===== config.mk =====
export PLATFORM = sky130hd
export DESIGN_NAME = pgwalk_top
export DESIGN_NICKNAME = d
export VERILOG_FILES = /design/src/rtl/pgwalk_pkg.sv /design/src/rtl/pgwalk_split.sv /design/src/rtl/pgwalk_perm.sv /design/src/rtl/pgwalk_top.sv
export SDC_FILE = /design/constraint.sdc
export NUM_CORES = 1
export LEC_CHECK = 0
export BUFFER_PORTS_ARGS = -buffer_cell sky130_fd_sc_hd__buf_2
export CAP_MARGIN = 20
export CORE_MARGIN = 3
export CORE_UTILIZATION = 35
export CTS_BUF_LIST = sky130_fd_sc_hd__clkbuf_8
export DETAILED_ROUTE_END_ITERATION = 8
export PLACE_DENSITY_LB_ADDON = 0.15
export SLEW_MARGIN = 20
export SYNTH_ARGS = -nofsm -noshare
export SYNTH_HDL_FRONTEND = slang
export SYNTH_SLANG_ARGS = --single-unit

===== constraint.sdc =====
create_clock -name clk -period 5.3 [get_ports clk]
set_input_delay 0.53 -clock clk [delete_from_list [all_inputs] [get_ports clk]]
set_output_delay 0.53 -clock clk [all_outputs]
set_load 0.005 [all_outputs]

===== src/rtl/pgwalk_pkg.sv =====
package pgwalk_pkg;
   localparam int V_BIT = 0;
   localparam int R_BIT = 1;
   localparam int W_BIT = 2;
   localparam int X_BIT = 3;
   localparam int D_BIT = 4;

   typedef enum logic [1:0] {
      ACC_READ  = 2'd0,
      ACC_WRITE = 2'd1,
      ACC_EXEC  = 2'd2,
      ACC_RSVD  = 2'd3
   } acc_e;

   typedef enum logic [1:0] {
      FLT_NONE   = 2'd0,
      FLT_ABSENT = 2'd1,
      FLT_PROT   = 2'd2
   } fault_e;

   typedef enum logic [2:0] {
      S_IDLE, S_PDE_REQ, S_PDE_WAIT, S_PTE_REQ, S_PTE_WAIT, S_WB_REQ, S_DONE
   } walk_st_e;
endpackage


===== src/rtl/pgwalk_split.sv =====
module pgwalk_split #(
   parameter int ADDR_W = 32,
   parameter int IDX_W  = 10,
   parameter int OFF_W  = 12
) (
   input  logic [ADDR_W-1:0]       vaddr,
   input  logic [ADDR_W-1:0]       ptbr,
   input  logic [ADDR_W-OFF_W-1:0] pde_ppn,
   output logic [ADDR_W-1:0]       pde_addr,
   output logic [ADDR_W-1:0]       pte_addr,
   output logic [OFF_W-1:0]        page_off
);
   localparam int PAD_W = ADDR_W - IDX_W - 2;

   logic [IDX_W-1:0] dir_idx;
   logic [IDX_W-1:0] tbl_idx;

   assign dir_idx  = vaddr[ADDR_W-1 -: IDX_W];
   assign tbl_idx  = vaddr[OFF_W +: IDX_W];
   assign page_off = vaddr[OFF_W-1:0];

   assign pde_addr = ptbr + {{PAD_W{1'b0}}, dir_idx, 2'b00};
   assign pte_addr = {pde_ppn, {OFF_W{1'b0}}} + {{PAD_W{1'b0}}, tbl_idx, 2'b00};
endmodule


===== src/rtl/pgwalk_perm.sv =====
module pgwalk_perm
   import pgwalk_pkg::*;
#(
   parameter int ENT_W = 32
) (
   input  logic [ENT_W-1:0] entry,
   input  logic [1:0]       kind,
   output logic             allowed,
   output logic             mark,
   output logic [ENT_W-1:0] marked
);
   localparam int NKIND = 3;
   localparam int POS [NKIND] = '{R_BIT, W_BIT, X_BIT};

   logic [NKIND-1:0] grant;

   for (genvar k = 0; k < NKIND; k++) begin : g_grant
      assign grant[k] = (kind == 2'(k)) && entry[POS[k]];
   end

   assign allowed = |grant;
   assign mark    = grant[ACC_WRITE] && !entry[D_BIT];
   assign marked  = entry | (ENT_W'(1) << D_BIT);
endmodule


===== src/rtl/pgwalk_top.sv =====
module pgwalk_top
   import pgwalk_pkg::*;
#(
   parameter int ADDR_W = 32,
   parameter int IDX_W  = 10,
   parameter int OFF_W  = 12
) (
   input  logic              clk,
   input  logic              rst_n,
   input  logic              req_valid,
   output logic              req_ready,
   input  logic [ADDR_W-1:0] req_vaddr,
   input  logic [1:0]        req_kind,
   input  logic [ADDR_W-1:0] ptbr,
   output logic              mem_req_valid,
   input  logic              mem_req_ready,
   output logic              mem_req_we,
   output logic [ADDR_W-1:0] mem_req_addr,
   output logic [ADDR_W-1:0] mem_req_wdata,
   input  logic              mem_rsp_valid,
   input  logic [ADDR_W-1:0] mem_rsp_rdata,
   output logic              done,
   output logic [ADDR_W-1:0] done_paddr,
   output logic [1:0]        done_fault
);
   localparam int PPN_W = ADDR_W - OFF_W;

   if (ADDR_W != 2*IDX_W + OFF_W) begin : g_bad_split
      $error("address split does not cover the address width");
   end
   if (OFF_W != IDX_W + 2) begin : g_bad_entry
      $error("a table must fill exactly one page of 4-byte entries");
   end
   if (D_BIT >= OFF_W) begin : g_bad_flags
      $error("entry flags must sit below the page number");
   end

   walk_st_e          st;
   acc_e              kind_q;
   logic [ADDR_W-1:0] va_q, base_q, pte_q, paddr_q;
   logic [PPN_W-1:0]  pde_ppn_q;
   fault_e            fault_q;

   logic [ADDR_W-1:0] pde_addr, pte_addr, marked;
   logic [OFF_W-1:0]  page_off;
   logic              allowed, mark, hs;

   pgwalk_split #(.ADDR_W(ADDR_W), .IDX_W(IDX_W), .OFF_W(OFF_W)) u_split (
      .vaddr(va_q), .ptbr(base_q), .pde_ppn(pde_ppn_q),
      .pde_addr(pde_addr), .pte_addr(pte_addr), .page_off(page_off)
   );

   pgwalk_perm #(.ENT_W(ADDR_W)) u_perm (
      .entry(mem_rsp_rdata), .kind(kind_q),
      .allowed(allowed), .mark(mark), .marked(marked)
   );

   assign req_ready     = (st == S_IDLE);
   assign mem_req_valid = (st == S_PDE_REQ) || (st == S_PTE_REQ) || (st == S_WB_REQ);
   assign mem_req_we    = (st == S_WB_REQ);
   assign mem_req_addr  = (st == S_PDE_REQ) ? pde_addr : pte_addr;
   assign mem_req_wdata = pte_q;
   assign hs            = mem_req_valid && mem_req_ready;
   assign done          = (st == S_DONE);
   assign done_paddr    = paddr_q;
   assign done_fault    = fault_q;

   always_ff @(posedge clk or negedge rst_n) begin
      if (!rst_n) begin
         st        <= S_IDLE;
         kind_q    <= ACC_READ;
         va_q      <= '0;
         base_q    <= '0;
         pte_q     <= '0;
         pde_ppn_q <= '0;
         paddr_q   <= '0;
         fault_q   <= FLT_NONE;
      end else begin
         case (st)
            S_IDLE: if (req_valid) begin
               va_q    <= req_vaddr;
               kind_q  <= acc_e'(req_kind);
               base_q  <= ptbr;
               paddr_q <= '0;
               fault_q <= FLT_NONE;
               st      <= S_PDE_REQ;
            end
            S_PDE_REQ: if (hs) st <= S_PDE_WAIT;
            S_PDE_WAIT: if (mem_rsp_valid) begin
               pde_ppn_q <= mem_rsp_rdata[ADDR_W-1:OFF_W];
               if (!mem_rsp_rdata[V_BIT]) begin
                  fault_q <= FLT_ABSENT;
                  st      <= S_DONE;
               end else begin
                  st <= S_PTE_REQ;
               end
            end
            S_PTE_REQ: if (hs) st <= S_PTE_WAIT;
            S_PTE_WAIT: if (mem_rsp_valid) begin
               pte_q <= marked;
               if (!mem_rsp_rdata[V_BIT]) begin
                  fault_q <= FLT_ABSENT;
                  st      <= S_DONE;
               end else if (!allowed) begin
                  fault_q <= FLT_PROT;
                  st      <= S_DONE;
               end else begin
                  paddr_q <= {mem_rsp_rdata[ADDR_W-1:OFF_W], page_off};
                  st      <= mark ? S_WB_REQ : S_DONE;
               end
            end
            S_WB_REQ: if (hs) st <= S_DONE;
            default: st <= S_IDLE;
         endcase
      end
   end

   p_req_hold_r11: assert property (@(posedge clk) disable iff (!rst_n)
      mem_req_valid && !mem_req_ready |=>
         mem_req_valid && $stable(mem_req_addr) && $stable(mem_req_we));

   p_done_pulse_r10: assert property (@(posedge clk) disable iff (!rst_n)
      done |=> !done);

   p_busy_at_done_r10: assert property (@(posedge clk) disable iff (!rst_n)
      done |-> !req_ready);

   p_fault_no_addr_r4: assert property (@(posedge clk) disable iff (!rst_n)
      done && (done_fault != 2'd0) |-> done_paddr == '0);

   p_wb_sets_dirty_r8: assert property (@(posedge clk) disable iff (!rst_n)
      mem_req_valid && mem_req_we |-> mem_req_wdata[D_BIT] && mem_req_wdata[V_BIT]);

   p_wb_only_write_r9: assert property (@(posedge clk) disable iff (!rst_n)
      mem_req_valid && mem_req_we |-> kind_q == ACC_WRITE);

   p_wb_then_done_r8: assert property (@(posedge clk) disable iff (!rst_n)
      mem_req_we && mem_req_ready |=> done && !mem_req_valid);
endmodule


# ---- Word level (Yosys, flattened, before mapping)
# Index checks and enable logic that the tools add are counted.
dict set report op_classes {
  addsub 2
  reduce_logical 19
  n_eq_ne 18
  mux 24
}
# op n
set op_table {}
lappend op_table {{32-bit two-way mux} 5}
lappend op_table {{32-bit by 12-bit adder with 32-bit output} 2}
lappend op_table {{32-bit one-hot mux with 2 select lines} 1}
lappend op_table {{3-bit two-way mux} 7}
lappend op_table {{2-bit two-way mux} 9}
lappend op_table {{3-bit one-hot mux with 6 select lines} 1}
lappend op_table {{2-bit inequality test, second input constant} 8}
lappend op_table {{6-bit AND reduction} 2}
lappend op_table {{3-bit == test, second input constant} 3}
lappend op_table {{3-bit by 2-bit == test with 1-bit output, second input constant} 2}
lappend op_table {{2-bit one-hot mux with 3 select lines} 1}
lappend op_table {{2-bit AND reduction} 3}
lappend op_table {{1-bit logical AND} 5}
lappend op_table {{5-bit AND reduction} 1}
lappend op_table {{3-bit by 1-bit == test with 1-bit output, second input constant} 1}
lappend op_table {{3-bit zero test} 1}
lappend op_table {{3-bit inequality test, second input constant} 1}
lappend op_table {{3-bit nonzero test} 1}
lappend op_table {{3-bit OR reduction} 1}
lappend op_table {{2-bit by 1-bit == test with 1-bit output, second input constant} 1}
lappend op_table {{2-bit == test, second input constant} 1}
lappend op_table {{2-bit zero test} 1}
lappend op_table {{1-bit logical OR} 2}
lappend op_table {{2-bit by 1-bit inequality test with 1-bit output, second input constant} 1}
lappend op_table {{other kinds (2)} 2}
dict set report word_totals {
  elab_cells 71
  output_inout_bits 102
  regBits 155
}

# ---- Longest topological paths before layout
dict set report depth {
  depth_word 8
  depth_mapped 8
}

# ---- By module
# A second synthesis with hierarchy kept.
dict set report hier_totals {
  cells_unflattened 673
  area_unflattened_um2 8085.3
}
# mod seq_area_each_um2 cells_per_inst area_per_inst_um2 instances
set modules_own_cells {}
lappend modules_own_cells {pgwalk_top 3878.7 470 6592.6 1}
lappend modules_own_cells {pgwalk_split 0.0 166 1213.7 1}
lappend modules_own_cells {pgwalk_perm 0.0 37 279.0 1}

# ---- Worst setup path before layout
# Ideal clock, no wire load.
dict set report synth_timing {
  path_kind {flip-flop to output port}
  from {register base_q[2]}
  to {output mem_req_addr[16]}
  t_arrival_ns 1.993
  stages_incl_launch_ff 9
  path_buffers 0
  path_slack_ns 2.777
  required_ns 4.770
  path_cell_list {dfrtp_1 -> ha_1 -> fa_1 -> a21oi_1 -> o21ai_1 -> a21oi_4 -> nor3_1 -> xnor2_1 -> o21ai_0}
}
dict set report synth_between {
  elab_chain_len 2
}
# item line_no
set synth_rtl {}
lappend synth_rtl {{from (decl)} pgwalk_top.sv:40} ;# logic [ADDR_W-1:0] va_q, base_q, pte_q, paddr_q;
lappend synth_rtl {{from (signal assigned)} pgwalk_top.sv:83} ;# base_q <= ptbr;
lappend synth_rtl {{32-bit by 12-bit adder with 32-bit output} pgwalk_split.sv:22} ;# assign pde_addr = ptbr + {{PAD_W{1'b0}}, dir_idx, 2'b00};
lappend synth_rtl {{32-bit two-way mux} pgwalk_top.sv:61} ;# assign mem_req_addr = (st == S_PDE_REQ) ? pde_addr : pte_addr;
lappend synth_rtl {{to (decl)} pgwalk_top.sv:18} ;# output logic [ADDR_W-1:0] mem_req_addr,
# Every way passes these cells.

# ---- Worst setup path in the final report
dict set report layout_timing {
  from {register base_q[2]}
  to {output mem_req_addr[20]}
}
# The elaborated chain is that of the path after synthesis.

==> impl_summary.md <==
Global route
The initial antenna violation count was 1. The global-route total usage across every layer is 17.2%. The maximum number of pins on one net before global-route repair is 75. The first global-routing pass estimated 30.3 mm of wire. The number of global-route vias before repair is 5,728.

Global routing finished with a remaining overflow of 0.

Place
The count of buffers added on input and output ports is 204. Summed over all nets, the half-perimeter wirelength after detailed placement is 13.3 mm. The number of placed instances with taps included is 1,062. The congestion estimate from routability-driven global placement came to 0.806.

Logic synthesis
The netlist area before placement is 7240 µm². The instance count of the mapped netlist is 621. After synthesis, the mean cell area works out to 11.7 µm². The register bit count reported by yosys is 155.

Counting every net in the synthesized netlist gives 735. After synthesis, flip-flops and latches occupy 53.6% of the total area. Of all flip-flops after synthesis, the portion carrying an async set or reset was 100%. Yosys printed 0 warnings. The number of different library cells in the post-synthesis netlist is 50. The number of flops mapped to enable cells by yosys is 0. The most used flip-flop cell after synthesis is sky130_fd_sc_hd__dfrtp_1.

Power
The static leakage is 0.00413 µW. In this run the power density over the cells is 623 nW/µm². The internal portion of the total power is 3430 µW.

The part of the power in combinational logic is 45.3%. The sequential share of power is 37.8%. For this design the total switching power over the nets is 2130 µW. Across the VDD grid, the largest voltage drop is 0.000224 V. The clock group share of total power is 16.9%. The switching power share of the total is 38.4%.

Timing
Setup repair after global routing left no endpoint under its margin. The slew at the pin with the worst max-slew slack is 998 ps. Setup violations remaining at the end of the flow were counted as 0.

The hold violation count in the final report is 0. The number of max-slew violations in the final report was 0. The post-layout minimum cycle time is 3510 ps.

The share of the clock period used by the worst path after layout is 66.1%. The headroom to the max-slew limit is 33.3%. The sum of negative setup slack is 0 ps. The highest clock frequency the design can meet is 285 MHz. The largest clock skew in the final design is 9.83 ps.

Floorplanning
The die area is 22,400 µm². The number of rows created at floorplan is 51. The vertical extent of the die is 150 µm. The total I/O pin count is 205. The total core area is 19,900 µm². The width of the chip is 150 µm. The starting density of the core is 36.4%.

Clock tree
In this run the number of H-tree levels came out at 4. The CTS sink count is 155. Gates resized during post-CTS repair numbered 0. TritonCTS created 17 clock buffers. The number of setup buffers added after CTS is 0. The root buffer selected by CTS is sky130_fd_sc_hd__clkbuf_8. The clock latency on the worst-skew pair is 440 ps. Clock-pin slew was measured on the worst setup and hold paths at 90 ps. The clock passes through at most 2 buffers. The number of hold buffers added after CTS was 1.

The TritonCTS clock tree is yes.

Min path
The worst hold path was traced through 2 stages. The worst hold path startpoint is mem_req_ready. The min-delay analysis places its worst path in the category input port to flop. The worst hold path terminates at st[0].

Worst setup path
The setup slack on the worst flop-to-flop path is 2530 ps. In this design, the stage delay of the slowest critical-path cell is 440 ps. The slowest cell on the critical path is sky130_fd_sc_hd__a21oi_4. The startpoint class of the critical path is a flop. The kind of critical path is flop to output port. At the worst endpoint, the arrival time is 2980 ps. The logic depth of the worst register-to-register path is 6. The critical path endpoint category is an output port. The worst path required time is 4770 ps.

The critical path goes through ha_1 -> fa_1 -> a21oi_1 -> o21ai_1 -> a21oi_4 -> nor3_1 -> xnor2_1 -> o21ai_0 -> buf_2. The worst register-to-register path ends at done_paddr[11]. The critical register-to-register path startpoint is st[0]. The largest fanout on the critical path is 10.

Final layout
The filler cells instantiated in the layout total 1,964. The final net count is 932. Of the cells placed in the final design, the portion with a size suffix greater than 1 is 44.5%. The count of cells in the finished layout, fillers not included, comes to 1,096. The area growth from synthesis to layout is 23.4%.

Routing
The total via count in the routed design is 5,355. The routed wire length per instance is 17.0 µm. The first detailed-routing pass ran for 4 iterations. The detail route stage leaves a number of antenna-violating nets equal to 0.

The vias per cell is 4.89. The total DRC errors in the routed layout is 0. The DRC violation total after the first TritonRoute iteration is 187. Summed over all layers, the routed wires come to 18.7 mm.

Status
The flow ran to the end, and the final reports show no timing, DRC or antenna violations.

Flow run
The tool flagged a number of max-cap violations equal to 0.
==> sequential cells by signal, indices dropped and copies added (netlist names) <==
register	flops
va_q	32
mem_req_wdata	32
pde_ppn_q	20
kind_q	2
done_paddr	32
done_fault	2
base_q	32
st	3
==> cell usage after synthesis (all sizes together), types with 7 or more instances <==
| master | instances | area (µm²) |
|---|---|---|
| dfrtp | 155 | 3880 |
| mux2 | 119 | 1340 |
| o21ai | 71 | 355 |
| nand2 | 48 | 180 |
| nand3 | 40 | 213 |
| inv | 38 | 143 |
| buf | 23 | 130 |
| xnor2 | 15 | 131 |
| xor2 | 13 | 114 |
| and3 | 11 | 68.8 |
| clkbuf | 10 | 37.5 |
| ha | 10 | 125 |
| nor2 | 10 | 40.0 |
| a21oi | 8 | 51.3 |
| nor3 | 7 | 51.3 |
==> worst max-delay path by stage <==
stage	start	end	depth (start not counted)
5_1_grt	base_q[2]	mem_req_addr[20]	9
3_3_place_gp	base_q[2]	mem_req_addr[20]	9
4_1_cts	base_q[2]	mem_req_addr[20]	9
3_5_place_dp	base_q[2]	mem_req_addr[20]	9
2_1_floorplan	base_q[2]	mem_req_addr[16]	8
6_report	base_q[2]	mem_req_addr[20]	9
==> kinds of logic (layout without fill, tap and decap cells) <==
| logic type | count (synthesis) | count (layout) | synth area share [%] |
|---|---|---|---|
| flops | 155 | 155 | 53.6 |
| simple gates | 136 | 136 | 9.77 |
| mux | 120 | 120 | 18.6 |
| compound gates | 100 | 100 | 8.33 |
| buf+inv | 71 | 280 | 4.29 |
| xor+xnor | 28 | 28 | 3.39 |
| fa+ha+maj | 11 | 11 | 2.00 |
| other cells | 0 | 1 | 0 |
==> cells in the final DEF (no fill, tap or decap), types with 2 or more instances in the layout <==
cell | Yosys | final
sky130_fd_sc_hd__a211oi_1 | 3 | 3
sky130_fd_sc_hd__a21o_1 | 2 | 2
sky130_fd_sc_hd__a21oi_1 | 7 | 7
sky130_fd_sc_hd__and2_1 | 4 | 3
sky130_fd_sc_hd__and3_1 | 11 | 11
sky130_fd_sc_hd__buf_2 | 17 | 203
sky130_fd_sc_hd__buf_4 | 6 | 5
sky130_fd_sc_hd__bufinv_16 | 0 | 3
sky130_fd_sc_hd__clkbuf_8 | 0 | 17
sky130_fd_sc_hd__clkinvlp_4 | 0 | 5
sky130_fd_sc_hd__dfrtp_1 | 155 | 155
sky130_fd_sc_hd__ha_1 | 10 | 10
sky130_fd_sc_hd__inv_1 | 38 | 39
sky130_fd_sc_hd__inv_6 | 0 | 4
sky130_fd_sc_hd__mux2_1 | 7 | 7
sky130_fd_sc_hd__mux2_2 | 112 | 112
sky130_fd_sc_hd__nand2_1 | 48 | 47
sky130_fd_sc_hd__nand2b_1 | 2 | 2
sky130_fd_sc_hd__nand3_1 | 39 | 39
sky130_fd_sc_hd__nand3b_1 | 2 | 2
sky130_fd_sc_hd__nor2_1 | 9 | 8
sky130_fd_sc_hd__nor3_1 | 5 | 5
sky130_fd_sc_hd__nor4_2 | 3 | 3
sky130_fd_sc_hd__o21a_1 | 2 | 2
sky130_fd_sc_hd__o21ai_0 | 44 | 44
sky130_fd_sc_hd__o21ai_1 | 27 | 27
sky130_fd_sc_hd__o21bai_1 | 3 | 3
sky130_fd_sc_hd__o32ai_1 | 2 | 2
sky130_fd_sc_hd__or2_2 | 2 | 2
sky130_fd_sc_hd__xnor2_1 | 15 | 15
sky130_fd_sc_hd__xor2_1 | 13 | 13
==> per-stage QoR <==
| stage | utilization, % | power (µW) | instance area (µm²) | hold slack (ps) | worst slack, ps |
|---|---|---|---|---|---|
| floorplan | - | 3720 | 7240 | 234 | 2780 |
| global placement | 42.6 | 4590 | 8480 | 432 | 2230 |
| detailed placement | 42.6 | 4660 | 8480 | 450 | 2200 |
| CTS | 44.7 | 5630 | 8900 | 257 | 1690 |
| global route | 44.9 | 6030 | 8930 | 255 | 1610 |
| finish | 44.9 | 5560 | 8930 | 285 | 1790 |
==> layout make-up <==
class	instances	area [µm²]	share of cell area [%]
Sequential cell	155	3880	43.4
Multi-Input combinational cell	395	3070	34.4
Clock buffer	17	234	2.62
Inverter	38	143	1.60
Timing Repair Buffer	211	1100	12.3
Clock inverter	14	171	1.92
Tap cell	265	332	3.71
Antenna cell	1	2.50	0.0280
==> power groups by stage <==
stage / clock [µW] / sequential (µW) / combinational [µW]
after floorplan: 0 / 2040 / 1680
after global placement: 0 / 2100 / 2490
after detailed placement: 0 / 2130 / 2530
after CTS: 975 / 2110 / 2550
after global routing: 1030 / 2190 / 2810
final: 937 / 2100 / 2520
==> metal layers <==
| metal | GRT usage, % | vias up | part of all wire (%) |
|---|---|---|---|
| met4 | 5.12 | 0 | 1.2 |
| met3 | 4.30 | 13 | 5.3 |
| met1 | 21.1 | 2655 | 43 |
| li1 | - | 2558 | - |
| met2 | 29.8 | 129 | 51 |
| met5 | 0 | - | 0 |
==> worst max-delay path: cells and delay by family, from the launching register on <==
kind,cells,cell delay [ps]
simple gates,1,140
flops,1,390
xor+xnor,1,160
buf+inv,1,160
compound gates,4,1040
fa+ha+maj,2,660
Note: power is estimated with default switching activity, not from simulation.
